==> config.mk <==
export PLATFORM = sky130hd
export DESIGN_NAME = wr_merge_buf
export DESIGN_NICKNAME = d
export VERILOG_FILES = /design/src/rtl/wm_pkg.sv /design/src/rtl/wm_lane_merge.sv /design/src/rtl/wm_idle_timer.sv /design/src/rtl/wm_out_stage.sv /design/src/rtl/wr_merge_buf.sv
export SDC_FILE = /design/constraint.sdc
export NUM_CORES = 1
export LEC_CHECK = 0
export BUFFER_PORTS_ARGS = -buffer_cell sky130_fd_sc_hd__buf_2
export CORE_MARGIN = 5
export CORE_UTILIZATION = 45
export DETAILED_ROUTE_END_ITERATION = 10
export HOLD_SLACK_MARGIN = 0.1
export PLACE_DENSITY = 0.69
export SYNTH_ARGS = -nofsm -noshare
export SYNTH_HDL_FRONTEND = slang
export SYNTH_SLANG_ARGS = --single-unit
==> constraint.sdc <==
create_clock -name clk_i -period 3.35 [get_ports clk_i]
set_input_delay 0.67 -clock clk_i [delete_from_list [all_inputs] [get_ports clk_i]]
set_output_delay 0.67 -clock clk_i [all_outputs]
set_load 0.02 [all_outputs]
==> src/rtl/wm_pkg.sv <==
package wm_pkg;
  parameter int unsigned ADDR_W = 32;
  parameter int unsigned LANES  = 8;
  localparam int unsigned DATA_W  = LANES * 8;
  localparam int unsigned OFS_W   = $clog2(LANES);
  localparam int unsigned MOD_BIT = 1;
  localparam logic [2:0] SIZE_FULL = 3'(OFS_W);

  typedef struct packed {
    logic [ADDR_W-1:0] addr;
    logic [2:0]        size;
    logic [DATA_W-1:0] data;
    logic [LANES-1:0]  strb;
    logic [3:0]        cache;
  } wr_req_t;
endpackage

==> src/rtl/wm_lane_merge.sv <==
module wm_lane_merge
  import wm_pkg::*;
(
  input  logic              open_i,
  input  logic [DATA_W-1:0] old_data_i,
  input  logic [LANES-1:0]  old_strb_i,
  input  logic [DATA_W-1:0] in_data_i,
  input  logic [LANES-1:0]  in_strb_i,
  output logic [DATA_W-1:0] data_o,
  output logic [LANES-1:0]  strb_o
);
  for (genvar l = 0; l < LANES; l++) begin : g_lane
    // newest byte wins; a fresh window zeroes lanes nobody wrote
    assign data_o[l*8 +: 8] = in_strb_i[l] ? in_data_i[l*8 +: 8] :
                              open_i       ? 8'h00 : old_data_i[l*8 +: 8];
    assign strb_o[l] = in_strb_i[l] | (~open_i & old_strb_i[l]);
  end
endmodule

==> src/rtl/wm_idle_timer.sv <==
module wm_idle_timer #(
  parameter int unsigned IDLE_W = 8
) (
  input  logic              clk_i,
  input  logic              rst_ni,
  input  logic              run_i,
  input  logic              clr_i,
  input  logic [IDLE_W-1:0] limit_i,
  output logic              hit_o
);
  logic [IDLE_W-1:0] cnt_q;

  always_ff @(posedge clk_i or negedge rst_ni) begin
    if (!rst_ni)                      cnt_q <= '0;
    else if (clr_i || !run_i)         cnt_q <= '0;
    else if (cnt_q != {IDLE_W{1'b1}}) cnt_q <= cnt_q + 1'b1;
  end

  assign hit_o = run_i && (cnt_q >= limit_i);
endmodule

==> src/rtl/wm_out_stage.sv <==
module wm_out_stage
  import wm_pkg::*;
(
  input  logic    clk_i,
  input  logic    rst_ni,
  input  logic    load_i,
  input  wr_req_t req_i,
  input  logic    ready_i,
  output logic    valid_o,
  output wr_req_t req_o
);
  always_ff @(posedge clk_i or negedge rst_ni) begin
    if (!rst_ni) begin
      valid_o <= 1'b0;
      req_o   <= '0;
    end else if (load_i) begin
      valid_o <= 1'b1;
      req_o   <= req_i;
    end else if (ready_i) begin
      valid_o <= 1'b0;
    end
  end
endmodule

==> src/rtl/wr_merge_buf.sv <==
module wr_merge_buf
  import wm_pkg::*;
#(
  parameter int unsigned IDLE_W = 8
) (
  input  logic              clk_i,
  input  logic              rst_ni,
  input  logic              in_valid_i,
  output logic              in_ready_o,
  input  logic [ADDR_W-1:0] in_addr_i,
  input  logic [2:0]        in_size_i,
  input  logic [DATA_W-1:0] in_data_i,
  input  logic [LANES-1:0]  in_strb_i,
  input  logic [3:0]        in_cache_i,
  input  logic              flush_i,
  input  logic [IDLE_W-1:0] idle_limit_i,
  output logic              out_valid_o,
  input  logic              out_ready_i,
  output logic [ADDR_W-1:0] out_addr_o,
  output logic [2:0]        out_size_o,
  output logic [DATA_W-1:0] out_data_o,
  output logic [LANES-1:0]  out_strb_o,
  output logic [3:0]        out_cache_o
);
  wr_req_t pend_q, in_req, out_req, load_req;
  logic    pend_vld_q;
  logic    is_mod, same_win, same_attr, conflict, timer_hit, flush_now;
  logic    accept, acc_mod, acc_dev;
  logic [ADDR_W-1:0] in_base;
  logic [DATA_W-1:0] mrg_data;
  logic [LANES-1:0]  mrg_strb;

  assign in_req = '{addr: in_addr_i, size: in_size_i, data: in_data_i,
                    strb: in_strb_i, cache: in_cache_i};

  assign is_mod    = in_cache_i[MOD_BIT];
  assign in_base   = {in_addr_i[ADDR_W-1:OFS_W], {OFS_W{1'b0}}};
  assign same_win  = (pend_q.addr == in_base);
  assign same_attr = (pend_q.cache == in_cache_i);
  assign conflict  = in_valid_i && (!is_mod || !same_win || !same_attr);

  // a flush owns the cycle; the input waits until it has gone out
  assign flush_now  = pend_vld_q && !out_valid_o && (flush_i || timer_hit || conflict);
  assign in_ready_o = !out_valid_o && !flush_now;
  assign accept     = in_valid_i && in_ready_o;
  assign acc_mod    = accept && is_mod;
  assign acc_dev    = accept && !is_mod;

  wm_lane_merge u_merge (
    .open_i     (!pend_vld_q),
    .old_data_i (pend_q.data),
    .old_strb_i (pend_q.strb),
    .in_data_i  (in_data_i),
    .in_strb_i  (in_strb_i),
    .data_o     (mrg_data),
    .strb_o     (mrg_strb)
  );

  wm_idle_timer #(.IDLE_W(IDLE_W)) u_timer (
    .clk_i   (clk_i),
    .rst_ni  (rst_ni),
    .run_i   (pend_vld_q),
    .clr_i   (acc_mod || flush_now),
    .limit_i (idle_limit_i),
    .hit_o   (timer_hit)
  );

  always_ff @(posedge clk_i or negedge rst_ni) begin
    if (!rst_ni) begin
      pend_vld_q <= 1'b0;
      pend_q     <= '0;
    end else if (flush_now) begin
      pend_vld_q <= 1'b0;
    end else if (acc_mod) begin
      pend_vld_q <= 1'b1;
      pend_q     <= '{addr: in_base, size: SIZE_FULL, data: mrg_data,
                      strb: mrg_strb, cache: in_cache_i};
    end
  end

  assign load_req = flush_now ? pend_q : in_req;

  wm_out_stage u_out (
    .clk_i   (clk_i),
    .rst_ni  (rst_ni),
    .load_i  (flush_now || acc_dev),
    .req_i   (load_req),
    .ready_i (out_ready_i),
    .valid_o (out_valid_o),
    .req_o   (out_req)
  );

  assign out_addr_o  = out_req.addr;
  assign out_size_o  = out_req.size;
  assign out_data_o  = out_req.data;
  assign out_strb_o  = out_req.strb;
  assign out_cache_o = out_req.cache;
endmodule


* Word level (Yosys, flattened, before mapping)
Cells that the tools add are included.
** Word-level totals
- Output and inout port bits :: 113
- Logic and storage cells :: 99
- Bits of input ports :: 124
- Bits in registers :: 227
** Operators by class
- Equality and inequality tests :: 11
- Multiplexer cells :: 16
- Order comparisons :: 1
- Add/sub/neg operators :: 1
- Bitwise operators :: 17
- Reductions and logical operators :: 33
** Operator list (number)
- $mux W111 :: 1
- $mux W8 :: 11
- $eq A29 B29 Y1 :: 1
- $reduce_and A3 Y1 :: 8
- $ne A2 B2 Y1 const B :: 8
- $add A8 B1 Y8 const B :: 1
- $and A1 B1 Y1 :: 8
- $ge A8 B8 Y1 :: 1
- $logic_and A1 B1 Y1 :: 8
- $ne A8 B8 Y1 const B :: 1
- $or A1 B1 Y1 :: 8
- $logic_or A1 B1 Y1 :: 7
- $logic_not A1 Y1 :: 6
- $reduce_bool A2 Y1 :: 3
- $eq A4 B4 Y1 :: 1
- $mux W1 :: 4
- $reduce_and A2 Y1 :: 1
- $not A1 Y1 :: 1

* Longest topological paths before layout
- Word-level depth :: 14
- Gate-level depth with buffers :: 11
- Gate-level depth less buffers :: 8

* Hierarchy
From an unflattened synthesis, not the netlist that was laid out.
** Second synthesis, totals
- Cell total of the unflattened synthesis :: 2107
- Area, all modules :: 18004.8 sq um
** Modules (own cells, without submodules)
- wr_merge_buf :: sequential area each 2677.6 sq um, times used 1, cells an instance 1687, area an instance 12358.1 sq um
- wm_out_stage :: sequential area each 2802.7 sq um, times used 1, cells an instance 237, area an instance 4176.5 sq um
- wm_lane_merge :: sequential area each 0.0 sq um, times used 1, cells an instance 109, area an instance 833.3 sq um
- wm_idle_timer :: sequential area each 200.2 sq um, times used 1, cells an instance 74, area an instance 636.9 sq um

* Worst setup path before layout
OpenSTA, ideal clock, no wires.
- Path type :: input -> output
- Start point :: in idle_limit_i[7]
- End point :: out in_ready_o
- Required time :: 2680 ps
- Stages on the path :: 11
- Data arrival time :: 2741 ps
- Setup slack :: -61 ps
- Path buffers :: 3
- Cell sequence :: inv_1 > ha_1 > and3_1 > a221oi_2 > o21ai_2 > nor4_4 > buf_6 > nor2_2 > buf_6 > clkbuf_1 > nor2_1
** Between the ends
- Longest elaborated chain between the ends :: 7
** Ends and longest elaborated chain
- from (decl) :: line wr_merge_buf.sv:16 : input logic [IDLE_W-1:0] idle_limit_i,
- $ge A8 B8 Y1 :: line wm_idle_timer.sv:19 : assign hit_o = run_i && (cnt_q >= limit_i);
- $logic_and A1 B1 Y1 :: line wm_idle_timer.sv:19
- $logic_or A1 B1 Y1 (2 in series) :: line wr_merge_buf.sv:43 : assign flush_now = pend_vld_q && !out_valid_o && (flush_i || timer_hit || conflict);
- $logic_and A1 B1 Y1 :: line wr_merge_buf.sv:43
- $logic_not A1 Y1 :: line wr_merge_buf.sv:44 : assign in_ready_o = !out_valid_o && !flush_now;
- $logic_and A1 B1 Y1 :: line wr_merge_buf.sv:44
- to (decl) :: line wr_merge_buf.sv:9 : output logic in_ready_o,
Every way passes these cells.

* Final worst setup path
- Start point :: reg u_timer.cnt_q[0]
- End point :: out in_ready_o
** Between the ends
- Longest elaborated chain between the ends :: 7
** Ends and longest elaborated chain
- from (decl) :: line wm_idle_timer.sv:11 : logic [IDLE_W-1:0] cnt_q;
- from (signal assigned) :: line wm_idle_timer.sv:16 : else if (cnt_q != {IDLE_W{1'b1}}) cnt_q <= cnt_q + 1'b1;
- $ge A8 B8 Y1 :: line wm_idle_timer.sv:19
- $logic_and A1 B1 Y1 :: line wm_idle_timer.sv:19
- $logic_or A1 B1 Y1 (2 in series) :: line wr_merge_buf.sv:43
- $logic_and A1 B1 Y1 :: line wr_merge_buf.sv:43
- $logic_not A1 Y1 :: line wr_merge_buf.sv:44
- $logic_and A1 B1 Y1 :: line wr_merge_buf.sv:44
Every way passes these cells.

==> reports/results.txt <==
status: completed
FMAX: 314 MHz
Clk Latency, worst-skew pair: 0.51 ns
vias in the first global route: 7,444
Std-Cell Rows: 53
ranking of synthesized cells by area: dfrtp_1 (58%), a221o_1 (11%), and2_1 (6.7%), a32o_1 (6.6%), mux2_2 (3.7%)
Starting DRT DRC Count: 463
pin count of the biggest net entering global routing: 93
GRT overflow: 0
setup_tns: 0 ns
antenna-violating nets left: 0
critical path, cell by cell: inv_1 -> ha_1 -> nand2b_4 -> a2111oi_4 -> o21ai_2 -> o211ai_1 -> nor2_4 -> nor2_2 -> buf_2
CP max stage delay: 0.42 ns
Peak VDD IR: 0.545 mV
H-tree depth: 1
CTS Buffer Depth: 3
Cell Pwr Density: 949 nW/µm²
TritonCTS clock tree: built
Post-synth top cells: dfrtp_1 (227), a221o_1 (104), and2_1 (104), a32o_1 (64), xor2_1 (34)
Fin. Hold Viols: 0
Post-Layout Inst Area: 12,100 µm²
worst rel slew slack: 0.363
Worst Hold Class: in -> async
Hold Slack: 0.171 ns
Placed Instances: 1,201
min Tclk post-route: 3.18 ns
Reg clk slew, reported paths: 0.06 ns
area of placed instances: 11,200 µm²
Detail Placement HPWL: 16,500 µm
# setup viols final: 0
crit path capture type: output port
Top FF cell, synth: dfrtp_1
number of synthesized flops with an enable pin: 0
first-pass GRT wire length: 40,800 µm
drt first pass iters: 5
Avg Inst Size Synth: 13.3 µm²
crit start category: register
initial core utilization: 0.461
Setup Skew: 0.0112 ns
most frequent cell after synthesis: dfrtp_1
Synth Warn #: 0
GRT Total Usage: 0.203
DP Worst Slack: 0.123 ns
Seq/Total Area, Yosys: 0.583
Synth area leader: dfrtp_1
leakage power total: 5.87 nW
clk sinks: 227
post-synthesis async set-or-reset flop share: 1.00
die area: 24,700 µm²
fin crit share: 0.950
boundary pin count: 237
Pwr Total: 11.5 mW
Die Wd: 157 µm
Nets: 1,090
Slew @ Worst Pin: 0.952 ns
Data required, critical path: 2.68 ns
CP max FO: 4
Filler Cell Count: 1,780
WL final: 25,600 µm
routed length per instance: 20.5 µm
Inserted Clock Buffers: 25
Setup WS post-layout: 0.166 ns
Final GP Congestion: 0.781
initial antenna violation count: 2
final cell utilization of the core: 0.571
root buffer cell: clkbuf_16
layout cells sized above 1: 0.348
area grow syn2layout: 24.0%
Vias/cell: 5.85
Mapped Area: 9750 µm²
core area: 21,200 µm²
CP max-delay cell: dfrtp_1
syn_nets: 867
via count: 7,293
drt drc: 0
non-filler cells, final: 1,247
Hold-fix buffers, CTS: 0
crit path kind: reg -> out
Buffers on Ports: 236
Synth Register Bits: 227
cell count after synthesis: 734
max_cap viols: 0
top cell type's share of synthesized area: 0.583
CP Data Arrival Time: 2.51 ns
Distinct cells, synth: 40
RSZ-0062 raised after global routing: no
pins over their slew limit: 0
Vert. Die Dim: 157 µm
## state kept, by name, summed over array words and instances (netlist names)
register       count
u_out.valid_o      1
u_out.req_o      111
u_timer.cnt_q      8
pend_q           106
pend_vld_q         1
## layout by cell type, fill, tap and decap left out, types with 4 or more instances in the layout
| master | instances |
|---|---|
| buf_2 | 235 |
| clkinv_2 | 5 |
| nor4_1 | 7 |
| nor3_1 | 10 |
| dfrtp_1 | 227 |
| buf_4 | 11 |
| ha_1 | 9 |
| a31oi_1 | 8 |
| bufinv_16 | 4 |
| a221o_1 | 104 |
| xor2_1 | 34 |
| and2_1 | 104 |
| mux2_2 | 32 |
| a22o_1 | 13 |
| clkbuf_8 | 4 |
| buf_12 | 7 |
| nand4_1 | 4 |
| a32o_1 | 64 |
| nand2_1 | 5 |
| nand3_1 | 6 |
| clkbuf_16 | 25 |
| inv_1 | 15 |
## worst max-delay path, delay by kind of cell, from the launching register on
family | cells | cell delay [ns]
AOI/OAI and AO/OA | 3 | 0.81
adders and majority gates | 1 | 0.26
buffers and inverters | 2 | 0.24
DFF | 1 | 0.42
and+or+nand+nor | 3 | 0.29
## final timing paths
check / from / cells after the start / endpoint / slack (ns)
max in group asynchronous: rst_ni / 2 / u_out.req_o[58] / 2.28
min in group clk_i: out_ready_i / 2 / u_out.valid_o / 0.37
worst min register to register: pend_q[76] / 1 / pend_q[76] / 0.46
worst min-delay path: rst_ni / 1 / u_out.req_o[77] / 0.17
worst max-delay path: u_timer.cnt_q[0] / 9 / in_ready_o / 0.17
worst max register to register: u_timer.cnt_q[0] / 11 / pend_q[52] / 0.44
## logic make-up after synthesis
group / count (synthesis) / synth area share
XOR/XNOR: 36 / 0.0324
AO/OA/AOI/OAI: 204 / 0.203
buffers and inverters: 73 / 0.0353
adder cells (fa/ha/maj): 9 / 0.0116
AND/OR/NAND/NOR: 151 / 0.0955
multiplexers: 34 / 0.0390
flip-flops: 227 / 0.583
## power by group
group	total, mW	internal, mW	switching [mW]
clock	2.83	1.75	1.07
combinational	4.03	1.80	2.23
sequential	4.61	3.87	0.741
total	11.5	7.43	4.05
## what timing repair did
action / in CTS / in global routing
pin swaps: 1 / 2
buffers inserted: 0 / 4
setup endpoints to repair: 1 / 1
gates resized for setup: 0 / 0
## area by class of cell
cell class	instances	area, µm²	share of cell area
Inverter	15	56.3	0.00466
Clock buffer	31	688	0.0569
Timing Repair Buffer	254	1410	0.117
Tap cell	275	344	0.0285
Clock inverter	10	154	0.0127
Antenna cell	1	2.50	0.000207
Sequential cell	227	5680	0.470
Multi-Input combinational cell	434	3750	0.310
## metal layers
layer  share of wire  track usage  up-vias
li1                -            -     3285
met2            0.46        0.319      246
met3           0.080       0.0484       43
met1            0.43        0.287     3717
met4           0.026       0.0516        2
met5         0.00027            0        -
(Power assumes the default switching activity.)
